### config.mk
export PLATFORM = sky130hd
export DESIGN_NAME = ant_colony_rng
export DESIGN_NICKNAME = d
export VERILOG_FILES = /design/src/rtl/acg_pkg.sv /design/src/rtl/acg_ca.sv /design/src/rtl/acg_ctrl.sv /design/src/rtl/acg_datapath.sv /design/src/rtl/ant_colony_rng.sv
export SDC_FILE = /design/constraint.sdc
export NUM_CORES = 1
export LEC_CHECK = 0
export ABC_AREA = 0
export BUFFER_PORTS_ARGS = -buffer_cell sky130_fd_sc_hd__buf_2
export CORE_MARGIN = 2
export CORE_UTILIZATION = 62
export DETAILED_ROUTE_END_ITERATION = 10
export MAX_ROUTING_LAYER = met4
export PLACE_DENSITY = 0.85
export SYNTH_ARGS = -nofsm -noshare
export SYNTH_HDL_FRONTEND = slang
export SYNTH_HIERARCHICAL = 1
export SYNTH_SLANG_ARGS = --single-unit
export TNS_END_PERCENT = 20
### constraint.sdc
create_clock -name clk -period 9.4 [get_ports clk]
set_clock_uncertainty 0.05 [all_clocks]
set_input_delay 1.41 -clock clk [delete_from_list [all_inputs] [get_ports clk]]
set_output_delay 1.41 -clock clk [all_outputs]
set_load 0.02 [all_outputs]
### src/rtl/acg_pkg.sv
`timescale 1ns/1ps
package acg_pkg;
  localparam int CA_WIDTH  = 32;
  localparam int CA_CENTER = 16;
  localparam int CODE_W    = 3;
  localparam int MAX_CODE  = 5;

  typedef struct packed {
    logic load;   // initialise colony from chromosome and seed
    logic move;   // update the selected ant this cycle
    logic shift;  // present the selected ant's flag on the output
  } acg_strobe_t;
endpackage

### src/rtl/acg_ca.sv
`timescale 1ns/1ps
module acg_ca #(
  parameter int WIDTH  = 32,
  parameter int CENTER = 16
) (
  input  logic             clk,
  input  logic             load,
  input  logic [WIDTH-1:0] seed,
  input  logic             advance,
  output logic             dirBit
);
  logic [WIDTH-1:0] caState;
  logic [WIDTH-1:0] caNext;

  for (genvar i = 0; i < WIDTH; i++) begin : g_rule
    assign caNext[i] = caState[(i + WIDTH - 1) % WIDTH] ^
                       (caState[i] | caState[(i + 1) % WIDTH]);
  end

  always_ff @(posedge clk) begin
    if (load)         caState <= seed;
    else if (advance) caState <= caNext;
  end

  assign dirBit = caState[CENTER];
endmodule

### src/rtl/acg_ctrl.sv
`timescale 1ns/1ps
module acg_ctrl
  import acg_pkg::*;
#(
  parameter int NUM_ANTS = 20,
  localparam int AW = $clog2(NUM_ANTS)
) (
  input  logic          clk,
  input  logic          rst_n,
  input  logic          loadEn,
  input  logic          stepEn,
  output acg_strobe_t   strobe,
  output logic [AW-1:0] antSel,
  output logic          bitValid
);
  typedef enum logic [1:0] {ST_IDLE, ST_MOVE, ST_SHIFT} ctrl_state_t;

  localparam logic [AW-1:0] LAST = AW'(NUM_ANTS - 1);

  ctrl_state_t state;
  logic        loadNow;

  assign loadNow = !rst_n || loadEn;

  always_ff @(posedge clk) begin
    if (loadNow) begin
      state  <= ST_IDLE;
      antSel <= '0;
    end else begin
      unique case (state)
        ST_IDLE: if (stepEn) begin
          state  <= ST_MOVE;
          antSel <= '0;
        end
        ST_MOVE: begin
          if (antSel == LAST) begin
            state  <= ST_SHIFT;
            antSel <= '0;
          end else begin
            antSel <= antSel + 1'b1;
          end
        end
        ST_SHIFT: begin
          if (antSel == LAST) begin
            state  <= ST_IDLE;
            antSel <= '0;
          end else begin
            antSel <= antSel + 1'b1;
          end
        end
        default: state <= ST_IDLE;
      endcase
    end
  end

  always_comb begin
    strobe.load  = loadNow;
    strobe.move  = (state == ST_MOVE) && !loadNow;
    strobe.shift = (state == ST_SHIFT) && !loadNow;
  end

  assign bitValid = (state == ST_SHIFT);

  // the burst ends after the last ant's bit
  a_r8_burst_end: assert property (@(posedge clk) disable iff (!rst_n)
    bitValid && antSel == LAST && !loadEn |=> !bitValid);

  // an active shift runs on regardless of stepEn
  a_r9_shift_holds: assert property (@(posedge clk) disable iff (!rst_n)
    state == ST_SHIFT && antSel != LAST && !loadEn |=> state == ST_SHIFT);

  // a load ends any burst and returns to idle
  a_r10_load_idle: assert property (@(posedge clk) disable iff (!rst_n)
    loadEn |=> !bitValid && state == ST_IDLE);
endmodule

### src/rtl/acg_datapath.sv
`timescale 1ns/1ps
module acg_datapath
  import acg_pkg::*;
#(
  parameter int NUM_ANTS  = 20,
  parameter int NUM_CELLS = 64,
  parameter int FOOD_W    = 3,
  localparam int AW = $clog2(NUM_ANTS),
  localparam int PW = $clog2(NUM_CELLS)
) (
  input  logic                       clk,
  input  logic                       rst_n,
  input  acg_strobe_t                strobe,
  input  logic [AW-1:0]              antSel,
  input  logic [NUM_ANTS*CODE_W-1:0] chromo,
  input  logic [CA_WIDTH-1:0]        seed,
  output logic                       bitOut
);
  logic [FOOD_W-1:0] food [NUM_CELLS];
  logic [PW-1:0]     pos [NUM_ANTS];
  logic [CODE_W-1:0] rangeCode [NUM_ANTS];
  logic [NUM_ANTS-1:0] carry;

  logic              dirBit;
  logic [PW-1:0]     curPos, newPos, stepLen;
  logic [CODE_W-1:0] curCode;
  logic [FOOD_W-1:0] cellFood, foodInc, foodDec;
  logic              doDrop, doPick, carrying;

  acg_ca #(.WIDTH(CA_WIDTH), .CENTER(CA_CENTER)) u_ca (
    .clk    (clk),
    .load   (strobe.load),
    .seed   (seed),
    .advance(strobe.move),
    .dirBit (dirBit)
  );

  always_comb begin
    curPos   = pos[antSel];
    curCode  = rangeCode[antSel];
    stepLen  = (curCode > CODE_W'(MAX_CODE)) ? PW'(MAX_CODE + 1)
                                             : PW'(curCode) + PW'(1);
    newPos   = dirBit ? curPos + stepLen : curPos - stepLen;
    cellFood = food[newPos];
    carrying = carry[antSel];
    foodInc  = (cellFood == '1) ? cellFood : cellFood + FOOD_W'(1);
    foodDec  = cellFood - FOOD_W'(1);
    doDrop   = carrying && (cellFood <= FOOD_W'(1));
    doPick   = !carrying && (cellFood != '0);
  end

  always_ff @(posedge clk) begin
    if (strobe.load) begin
      for (int c = 0; c < NUM_CELLS; c++) begin
        food[c] <= {{(FOOD_W-2){1'b0}}, seed[(c + 1) % CA_WIDTH], seed[c % CA_WIDTH]};
      end
      for (int i = 0; i < NUM_ANTS; i++) begin
        pos[i]       <= PW'(2 * i);
        rangeCode[i] <= chromo[CODE_W*i +: CODE_W];
      end
      carry <= '0;
    end else if (strobe.move) begin
      pos[antSel] <= newPos;
      if (doDrop) begin
        food[newPos]  <= foodInc;
        carry[antSel] <= 1'b0;
      end else if (doPick) begin
        food[newPos]  <= foodDec;
        carry[antSel] <= 1'b1;
      end
    end
  end

  assign bitOut = strobe.shift && carry[antSel];

  // a moved ant lands exactly one stride away, modulo the ring
  a_r2_stride: assert property (@(posedge clk) disable iff (!rst_n)
    strobe.move |=> (pos[$past(antSel)] == $past(curPos) + $past(stepLen)) ||
                    (pos[$past(antSel)] == $past(curPos) - $past(stepLen)));

  // carrying ant on a sparse cell ends up empty-handed
  a_r5_drop: assert property (@(posedge clk) disable iff (!rst_n)
    strobe.move && carrying && cellFood <= FOOD_W'(1) |=> !carry[$past(antSel)]);

  // empty-handed ant on a food cell ends up carrying
  a_r6_pickup: assert property (@(posedge clk) disable iff (!rst_n)
    strobe.move && !carrying && cellFood != '0 |=> carry[$past(antSel)]);

  // no bit leaves outside a shift
  a_r8_quiet_out: assert property (@(posedge clk) disable iff (!rst_n)
    !strobe.shift |-> !bitOut);
endmodule

### src/rtl/ant_colony_rng.sv
`timescale 1ns/1ps
module ant_colony_rng
  import acg_pkg::*;
#(
  parameter int NUM_ANTS  = 20,
  parameter int NUM_CELLS = 64,
  parameter int FOOD_W    = 3,
  localparam int AW = $clog2(NUM_ANTS)
) (
  input  logic                    clk,
  input  logic                    rst_n,
  input  logic                    loadEn,
  input  logic [NUM_ANTS*3-1:0]   chromoIn,
  input  logic [31:0]             seedIn,
  input  logic                    stepEn,
  output logic                    bitOut,
  output logic                    bitValid
);
  acg_strobe_t   strobe;
  logic [AW-1:0] antSel;

  acg_ctrl #(.NUM_ANTS(NUM_ANTS)) u_ctrl (
    .clk     (clk),
    .rst_n   (rst_n),
    .loadEn  (loadEn),
    .stepEn  (stepEn),
    .strobe  (strobe),
    .antSel  (antSel),
    .bitValid(bitValid)
  );

  acg_datapath #(
    .NUM_ANTS (NUM_ANTS),
    .NUM_CELLS(NUM_CELLS),
    .FOOD_W   (FOOD_W)
  ) u_dp (
    .clk   (clk),
    .rst_n (rst_n),
    .strobe(strobe),
    .antSel(antSel),
    .chromo(chromoIn),
    .seed  (seedIn),
    .bitOut(bitOut)
  );
endmodule

Word-level counts from Yosys, hierarchy flattened

Memories as Yosys holds them, arrays and structs flattened. A register that Yosys moved wholly into a read port is not among the register bits.
Cells that the tools add are included.

Bits in registers: 59
Bits in latches: 0
Bits in writable memories: 372
ROM bits: 0
Input bits: 96
Word-level logic and storage cells: 156
Memories: 3

Memory list:

| memory         | words | width | read ports | clocked after memory_dff | wr ports | RTL line           | text |
|---|---|---|---|---|---|---|---|
| u_dp.food      | 64    | 3     | 1          | 0                        | 64       | acg_datapath.sv:19 | `logic [FOOD_W-1:0] food [NUM_CELLS];` |
| u_dp.pos       | 20    | 6     | 1          | 1                        | 20       | acg_datapath.sv:20 | `logic [PW-1:0] pos [NUM_ANTS];` |
| u_dp.rangeCode | 20    | 3     | 1          | 1                        | 20       | acg_datapath.sv:21 | `logic [CODE_W-1:0] rangeCode [NUM_ANTS];` |

Add/sub/neg operators: 6
Multiply operators: 0
Divide/modulo/power cells: 0
Order comparisons: 4
Equality and inequality tests: 7
Shift-type cells: 0
Mux-type cells: 43
Bitwise operators: 68
Reduce and logical (&&, ||, !) cells: 21

Operators with widths:

| operator            | number |
|---|---|
| $mux 32             | 2 |
| $mux 20             | 2 |
| $mux 5              | 7 |
| $or 1x1->1          | 33 |
| $xor 1x1->1         | 32 |
| $mux 6              | 4 |
| $and 20x20->20      | 1 |
| $not 20->20         | 1 |
| $or 20x20->20       | 1 |
| $mux 1              | 18 |
| $pmux 5 s2          | 1 |
| $mux 3              | 3 |
| $add 6x6->6         | 1 |
| $logic_and 1x1->1   | 6 |
| $lt 5x6->1 const B  | 1 |
| $mux 2              | 3 |
| $pmux 2 s3          | 1 |
| $reduce_bool 2->1   | 3 |
| $reduce_or 6->1     | 1 |
| $sub 6x6->6         | 1 |
| $add 5x1->5 const B | 1 |
| $bmux 1 s5          | 1 |
| $demux 1 s5         | 1 |
| $eq 5x5->1 const B  | 1 |
| 19 further kinds    | 23 |

Longest topological paths before layout

Gate-level depths: netlist of the first run.
An unclocked memory read counts as a cell.

Word-level depth: 15
Mapped depth: 37
Depth with buffers taken out: 30

Cells and area by module

Netlist of the first run, hierarchy kept.

By module, submodules not included:

| module       | instances | cells each | area each (sq um) | sequential area each (sq um) |
|---|---|---|---|---|
| acg_datapath | 1         | 1711       | 23112.2           | 13733.2 |
| acg_ca       | 1         | 168        | 1881.8            | 960.9 |
| acg_ctrl     | 1         | 50         | 422.9             | 140.1 |

Worst setup path after synthesis of the first run

OpenSTA, ideal clock, no wires.

Path kind: register to register
Start point: reg u_ctrl.antSel[0]
End point: mem u_dp.food[30][0], data pin
Setup time: 262 ps
Data arrival time: 7365 ps
Data required time: 9088 ps
Setup slack: 1723 ps
Cell stages (with the launch flop): 30
Buffers on the path: 11
Cell sequence: dfxtp_1 buf_2 buf_2 buf_2 buf_1 clkbuf_1 mux4_2 mux2i_1 a21oi_1 ha_1 fa_1 buf_2 buf_2 buf_2 buf_2 buf_2 and3_1 o21ai_0 o2111ai_1 o21ai_0 o21ai_1 nor2_1 nor2_1 inv_1 ha_1 a21boi_1 o22a_4 buf_6 or3_4 mux2_1

RTL lines:

| element                  | RTL line           | text |
|---|---|---|
| start: declaration       | acg_ctrl.sv:13     | `output logic [AW-1:0] antSel,` |
| start signal: assignment | acg_ctrl.sv:40     | `antSel <= antSel + 1'b1;` |
| start signal: assignment | acg_ctrl.sv:48     | `antSel <= antSel + 1'b1;` |
| end: declaration         | acg_datapath.sv:19 |  |

==> impl_metrics.csv, run 1 <==
group,metric,value,unit
clocking,cts_root_buf,"clkbuf_16",
critical_path,cp-end-kind,"flop",
sta,final_max_slew_viol_count,0,
sta,finalCritPeriodShare,89.5,%
logic_synthesis,avgSynthCellArea,13.2,µm²
clocking,cts_buffers,50,
logic_synthesis,ys_ff_latch,503,
pwr,vdd_ir_drop_max,0.000334,V
logic_synthesis,synth_enable_flop_cells,476,
route,drt_iter0_drc,2723,
route,wl_per_cell,27.4,µm
logic_synthesis,synth_warnings,6,
sta,setup_viol,0,
layout,area_growth,9.07,%
logic_synthesis,yosysSeqAreaShare,58.4,%
layout,num-fill-cells,2653,
hold_path,hp-class,"reg -> reg",
global_route,grt_pass1_wl,106,mm
clocking,clkTransAtPathRegs,0.07,ns
pwr,leakage,9.48,nW
die,std_cell_rows,74,
route,via_per_inst,7.04,
sta,rsz0062_at_grt,"false",
die,die_w,206,µm
sta,tightestPinTransition,1.20,ns
die,io_pins,98,
layout,final_layout_size_suffix_gt1_share,25.4,%
logic_synthesis,synth-async-reset-ratio,0,%
critical_path,slowest_delay,0.85,ns
logic_synthesis,syn-cell-area,25400,µm²
clocking,max-clock-path-buffers,3,
logic_synthesis,synthTopCellsByCount,"edfxtp_1, nor2_1, nand2_1, mux2_2, mux2i_1",
clocking,postCtsHoldBufs,0,
clocking,h-tree-depth,2,
logic_synthesis,syn-num-nets,2042,
critical_path,worstPathArrival,8.69,ns
global_route,grt_start_max_net_pins,100,
sta,fin_crit,8.41,ns
sta,slew_headroom,19.9,%
outcome,status,"finished clean",
global_route,grt_pass1_vias,17971,
critical_path,required,9.68,ns
run,drv_cap,0,
die,die_h,206,µm
placement,place_hpwl,45.3,mm
route,first_pass_iters,6,
critical_path,cp-start-kind,"flop",
clocking,clkLatencyLatePin,0.59,ns
clocking,cts_tree,"done",
clocking,cts_resized,0,
global_route,grt.overflow.total,0,
die,core,40600,µm²
die,die_area,42600,µm²
critical_path,critPathTopFamily,"compound AO/OA/AOI/OAI gates",
critical_path,path_cells,"mux2i_1 > o22ai_1 > o21ai_0 > nand3_1 > ha_1 > nor2_1 > and2_1 > nor2_1 > inv_1 > ha_1 > nor2_1 > a21oi_1 > fa_2 > inv_1 > nand2_1 > o32ai_1 > o311ai_0 > o31a_1 > a21o_1 > ha_1 > a21boi_1 > o22a_4 > or3_1 > mux2_2",
logic_synthesis,synth_top_area_share,56.2,%
critical_path,path_buf_inv,2,
logic_synthesis,yosys.cell_types.count,86,
clocking,cts_sinks,503,
route,routed_wl,69.9,mm
critical_path,critPathMaxFanout,35,
global_route,grt_usage,34.2,%
placement,place.gp.congestion,0.982,
logic_synthesis,synth_area_leaders,"edfxtp_1, mux4_2, mux2_2, mux2i_1, nor2_1",
sta,hold_viol_final,0,
clocking,cts_setup_buffers,0,
pwr,p_total,6.25,mW
pwr,power_density,225,nW/µm²
die,start_util,62.5,%
logic_synthesis,synthCells,1929,
sta,max_freq,119,MHz
route,drc,0,
logic_synthesis,synth_most_common_cell,"edfxtp_1",
route,via_count,17947,
critical_path,setup.worst_path.class,"reg -> reg",
placement,io_buffers,97,
global_route,antenna_found_initial,0,
layout,nets,2093,
logic_synthesis,yosysTopAreaCell,"edfxtp_1",
logic_synthesis,synth_ff_type,"edfxtp_1",
route,ant_nets,0,
sta,finalSetupTns,0,ns
critical_path,cp_slowest_cell,"o311ai_0",
[cell type report]
type	count	area (µm²)	area share, %
sequential	503	14800	53.5
multi-input combinational	1270	9890	35.7
clock buffer	67	1320	4.74
timing repair buffer	135	771	2.78
tap	532	666	2.40
clock inverter	23	150	0.542
inverter	20	82.6	0.298
antenna	1	2.50	0.00903
[stage by stage]
| step | instance area [µm²] | hold WS (ns) | util [%] | cells | setup WS [ns] |
|---|---|---|---|---|---|
| 6_report | 27700 | 0.496 | 68.2 | 2551 | 0.988 |
| 3_5_place_dp | 26300 | 0.488 | 64.6 | 2460 | 1.36 |
| 3_3_place_gp | 26300 | 0.439 | 64.6 | 2460 | 1.60 |
| 4_1_cts | 27700 | 0.499 | 68.2 | 2550 | 1.32 |
| 5_1_grt | 27700 | 0.521 | 68.2 | 2550 | 0.815 |
| 2_1_floorplan | 25400 | 0.425 | - | 1929 | 1.72 |
[power breakdown]
| group | internal, mW | switching [mW] |
|---|---|---|
| logic | 0.479 | 1.26 |
| registers | 2.60 | 0.0556 |
| clock network | 1.01 | 0.844 |
[kinds of logic (layout without fill, tap and decap cells)]
kind of cell / Yosys count / in the layout / share of synthesized area, %
compound gates: 257 / 257 / 7.62
xor+xnor: 5 / 5 / 0.305
fa+ha+maj: 17 / 17 / 0.866
buf+inv: 156 / 245 / 2.96
flops: 503 / 503 / 58.4
mux: 285 / 285 / 15.5
other cells: 0 / 1 / 0
simple gates: 706 / 706 / 14.4
[placed cells by master (no fill, tap or decap), drive strengths merged, types with 48 or more instances in the layout]
| master | n |
|---|---|
| mux2 | 144 |
| or2 | 48 |
| nand2b | 54 |
| nor3 | 68 |
| edfxtp | 476 |
| buf | 135 |
| nor2 | 181 |
| mux2i | 73 |
| nand2 | 158 |
| clkbuf | 67 |
| mux4 | 68 |
[per-layer routing]
metal  global-route usage (%)  vias up  wire [µm]
met3                     6.76      324       7900
met5                        -        -          0
met1                     41.6     8717      24600
li1                         -     7531          -
met4                     18.4        0       4070
met2                     54.3     1375      33300
[worst paths after layout]
path                                                     end  slack, ns  depth (start not counted)                     startpoint
worst max-delay path              u_dp/food[11][0]$_DFFE_PP_       0.99                         24  u_ctrl/antSel[1]$_SDFFE_PP0P_
worst min-delay path            u_ctrl/state[0]$_SDFFE_PP0P_       0.50                          2   u_ctrl/state[0]$_SDFFE_PP0P_
worst max register to register    u_dp/food[11][0]$_DFFE_PP_       0.99                         24  u_ctrl/antSel[1]$_SDFFE_PP0P_
worst min register to register  u_ctrl/state[0]$_SDFFE_PP0P_       0.50                          2   u_ctrl/state[0]$_SDFFE_PP0P_
[sequential cells by signal, summed over array words and instances (netlist names), named ones only]
register	flops
u_ctrl/antSel	5
u_ctrl/state	2
u_dp/food	192
u_dp/pos	192
u_dp/rangeCode	60
u_dp/u_ca/caState	32
[worst reg2reg max path: cells and delay by family, from the launching register on]
kind,cells,cell delay (ns)
AOI/OAI and AO/OA,9,3.10
adders and majority gates,4,1.57
muxes,2,0.67
DFF,1,0.67
and+or+nand+nor,7,1.57
buffers and inverters,2,0.55
No activity file was read; power rests on OpenSTA's default activity.
==> run 2: changes to the inputs <==
--- a/config.mk
+++ b/config.mk
@@ -10,8 +10,8 @@
 export CORE_MARGIN = 2
 export CORE_UTILIZATION = 62
 export DETAILED_ROUTE_END_ITERATION = 10
-export MAX_ROUTING_LAYER = met4
 export PLACE_DENSITY = 0.85
+export SETUP_SLACK_MARGIN = 0.2
 export SYNTH_ARGS = -nofsm -noshare
 export SYNTH_HDL_FRONTEND = slang
 export SYNTH_HIERARCHICAL = 1
==> constraint.sdc (replaced) <==
create_clock -name clk -period 8.53 [get_ports clk]
set_clock_uncertainty 0.05 [all_clocks]
set_input_delay 1.2795 -clock clk [delete_from_list [all_inputs] [get_ports clk]]
set_output_delay 1.2795 -clock clk [all_outputs]
set_load 0.02 [all_outputs]
==> impl_metrics.csv, run 2 (synthesis gave the netlist of run 1 again) <==
group,metric,value,unit
outcome,status,"finished clean",
pwr,leakage,9.61,nW
clocking,cts_buffers,50,
route,via_count,17905,
sta,tightestPinTransition,1.07,ns
die,die_h,206,µm
pwr,vdd_ir_drop_max,0.000401,V
clocking,postCtsHoldBufs,0,
global_route,grt.overflow.total,0,
global_route,grt_start_max_net_pins,99,
critical_path,slowest_delay,0.78,ns
layout,area_growth,10.2,%
die,die_w,206,µm
route,drc,0,
die,die_area,42600,µm²
clocking,clkTransAtPathRegs,0.06,ns
global_route,grt_pass1_wl,105,mm
hold_path,hold_path.startpoint,"u_ctrl/state[1]$_SDFFE_PP0P_",
die,std_cell_rows,74,
die,io_pins,98,
critical_path,reg2reg_depth,29,
route,via_per_inst,7.01,
sta,fin_crit,8.15,ns
sta,fin_ws,0.380,ns
clocking,cts_root_buf,"clkbuf_16",
route,ant_nets,0,
sta,setup_viol,0,
critical_path,cp_slowest_cell,"o311ai_0",
pwr,p_clk_share,31.1,%
die,core,40600,µm²
clocking,clkLatencyLatePin,0.59,ns
sta,rsz0062_at_grt,"false",
critical_path,cp-start-kind,"flop",
critical_path,worstPathArrival,8.43,ns
pwr,seq_power_share,40.8,%
clocking,h-tree-depth,2,
global_route,grt_pass1_vias,17743,
run,drv_cap,0,
critical_path,setup.worst_path.class,"reg -> reg",
sta,finalCritPeriodShare,95.5,%
clocking,max-clock-path-buffers,3,
placement,dp_slack,0.472,ns
die,start_util,62.5,%
pwr,power_density,256,nW/µm²
critical_path,required,8.82,ns
critical_path,critPathMaxFanout,37,
pwr,switching_power,2.44,mW
layout,layout_common_cells,"edfxtp_1, nor2_1, nand2_1, mux2_2, buf_2",
sta,final_max_slew_viol_count,0,
clocking,cts_sinks,503,
route,drt_iter0_drc,2982,
global_route,grt_usage,32.9,%
layout,largestRegisters,"u_dp/food: 192 flops, u_dp/pos: 192 flops, u_dp/rangeCode: 60 flops",
hold_path,min_to,"u_ctrl/state[1]$_SDFFE_PP0P_",
layout,nets,2097,
sta,finalSetupTns,0,ns
pwr,internal_power,4.73,mW
critical_path,r2r_setup_slack,0.38,ns
layout,antennaDiodeCount,0,
route,wl_per_cell,27.4,µm
pwr,combinationalPowerShare,28.0,%
placement,place_hpwl,45.2,mm
critical_path,r2r_start,"u_ctrl/antSel[0]$_SDFFE_PP0P_",
pwr,switching_share,34.1,%
critical_path,cp-end-kind,"flop",
sta,slew_headroom,28.1,%
critical_path,startpoint,"u_ctrl/antSel[0]$_SDFFE_PP0P_",
global_route,antenna_found_initial,2,
placement,place.gp.congestion,0.939,
layout,final_common_cell,"edfxtp_1",
sta,hold_viol_final,0,
clocking,cts_tree,"done",
layout,final_layout_size_suffix_gt1_share,26.2,%
sta,timing.hold.ws,0.471,ns
hold_path,whs_path_depth,2,
route,routed_wl,70.0,mm
placement,io_buffers,97,
critical_path,cp_common_cell,"nor2_1",
route,first_pass_iters,7,
critical_path,reg2reg_to,"u_dp/food[62][1]$_DFFE_PP_",
sta,max_freq,123,MHz
hold_path,hp-class,"reg -> reg",
run 2: area by class of cell:
type,count,area [µm²]
clock buffer,62,1300
clock inverter,29,335
fill,2606,12600
inverter,20,87.6
multi-input combinational,1271,9930
sequential,503,14800
tap,532,666
timing repair buffer,138,848
run 2: what timing repair did:
action,CTS,global route
endpoints found under the setup margin,0,379
buffers inserted,0,3
resized for setup,0,12
run 2: worst max path at each step:
stage / endpoint / slack (ns) / depth (start not counted)
after floorplan: u_dp/food[30][0]$_DFFE_PP_ / 0.85 / 29
after global placement: u_dp/food[8][1]$_DFFE_PP_ / 0.70 / 26
after detailed placement: u_dp/food[42][1]$_DFFE_PP_ / 0.47 / 28
after CTS: u_dp/food[3][1]$_DFFE_PP_ / 0.38 / 27
after global routing: u_dp/food[46][0]$_DFFE_PP_ / 0.21 / 29
final: u_dp/food[62][1]$_DFFE_PP_ / 0.38 / 29
run 2: power groups by stage:
stage               Clock, mW  Sequential, mW  Combinational, mW
floorplan                   0            2.95               1.28
global placement            0            2.97               1.80
detailed placement          0            2.98               1.84
CTS                      2.24            2.93               1.86
global route             2.33            2.94               2.08
finish                   2.23            2.93               2.01
run 2: through the flow:
stage	power (mW)	cell area (µm²)	utilization [%]	instances
floorplan	4.23	25400	-	1929
global placement	4.76	26300	64.7	2460
detailed placement	4.82	26300	64.7	2460
CTS	7.03	27900	68.7	2551
global route	7.35	28000	68.9	2555
finish	7.17	28000	68.9	2555
run 2: critical path, delay by kind of cell, from the launching register on:
kind / cells / cell delay, ns
buffers and inverters: 4 / 0.71
AOI/OAI and AO/OA: 7 / 1.73
muxes: 4 / 1.23
adders and majority gates: 4 / 1.55
DFF: 1 / 0.57
and+or+nand+nor: 10 / 2.02
run 2: per-layer routing:
| layer | GRT usage [%] | up-vias | share of wire, % |
|---|---|---|---|
| li1 | - | 7540 | - |
| met1 | 41.4 | 8646 | 35 |
| met2 | 53.5 | 1374 | 47 |
| met3 | 7.08 | 341 | 12 |
| met4 | 18.0 | 4 | 6.4 |
| met5 | 0 | - | 0.049 |
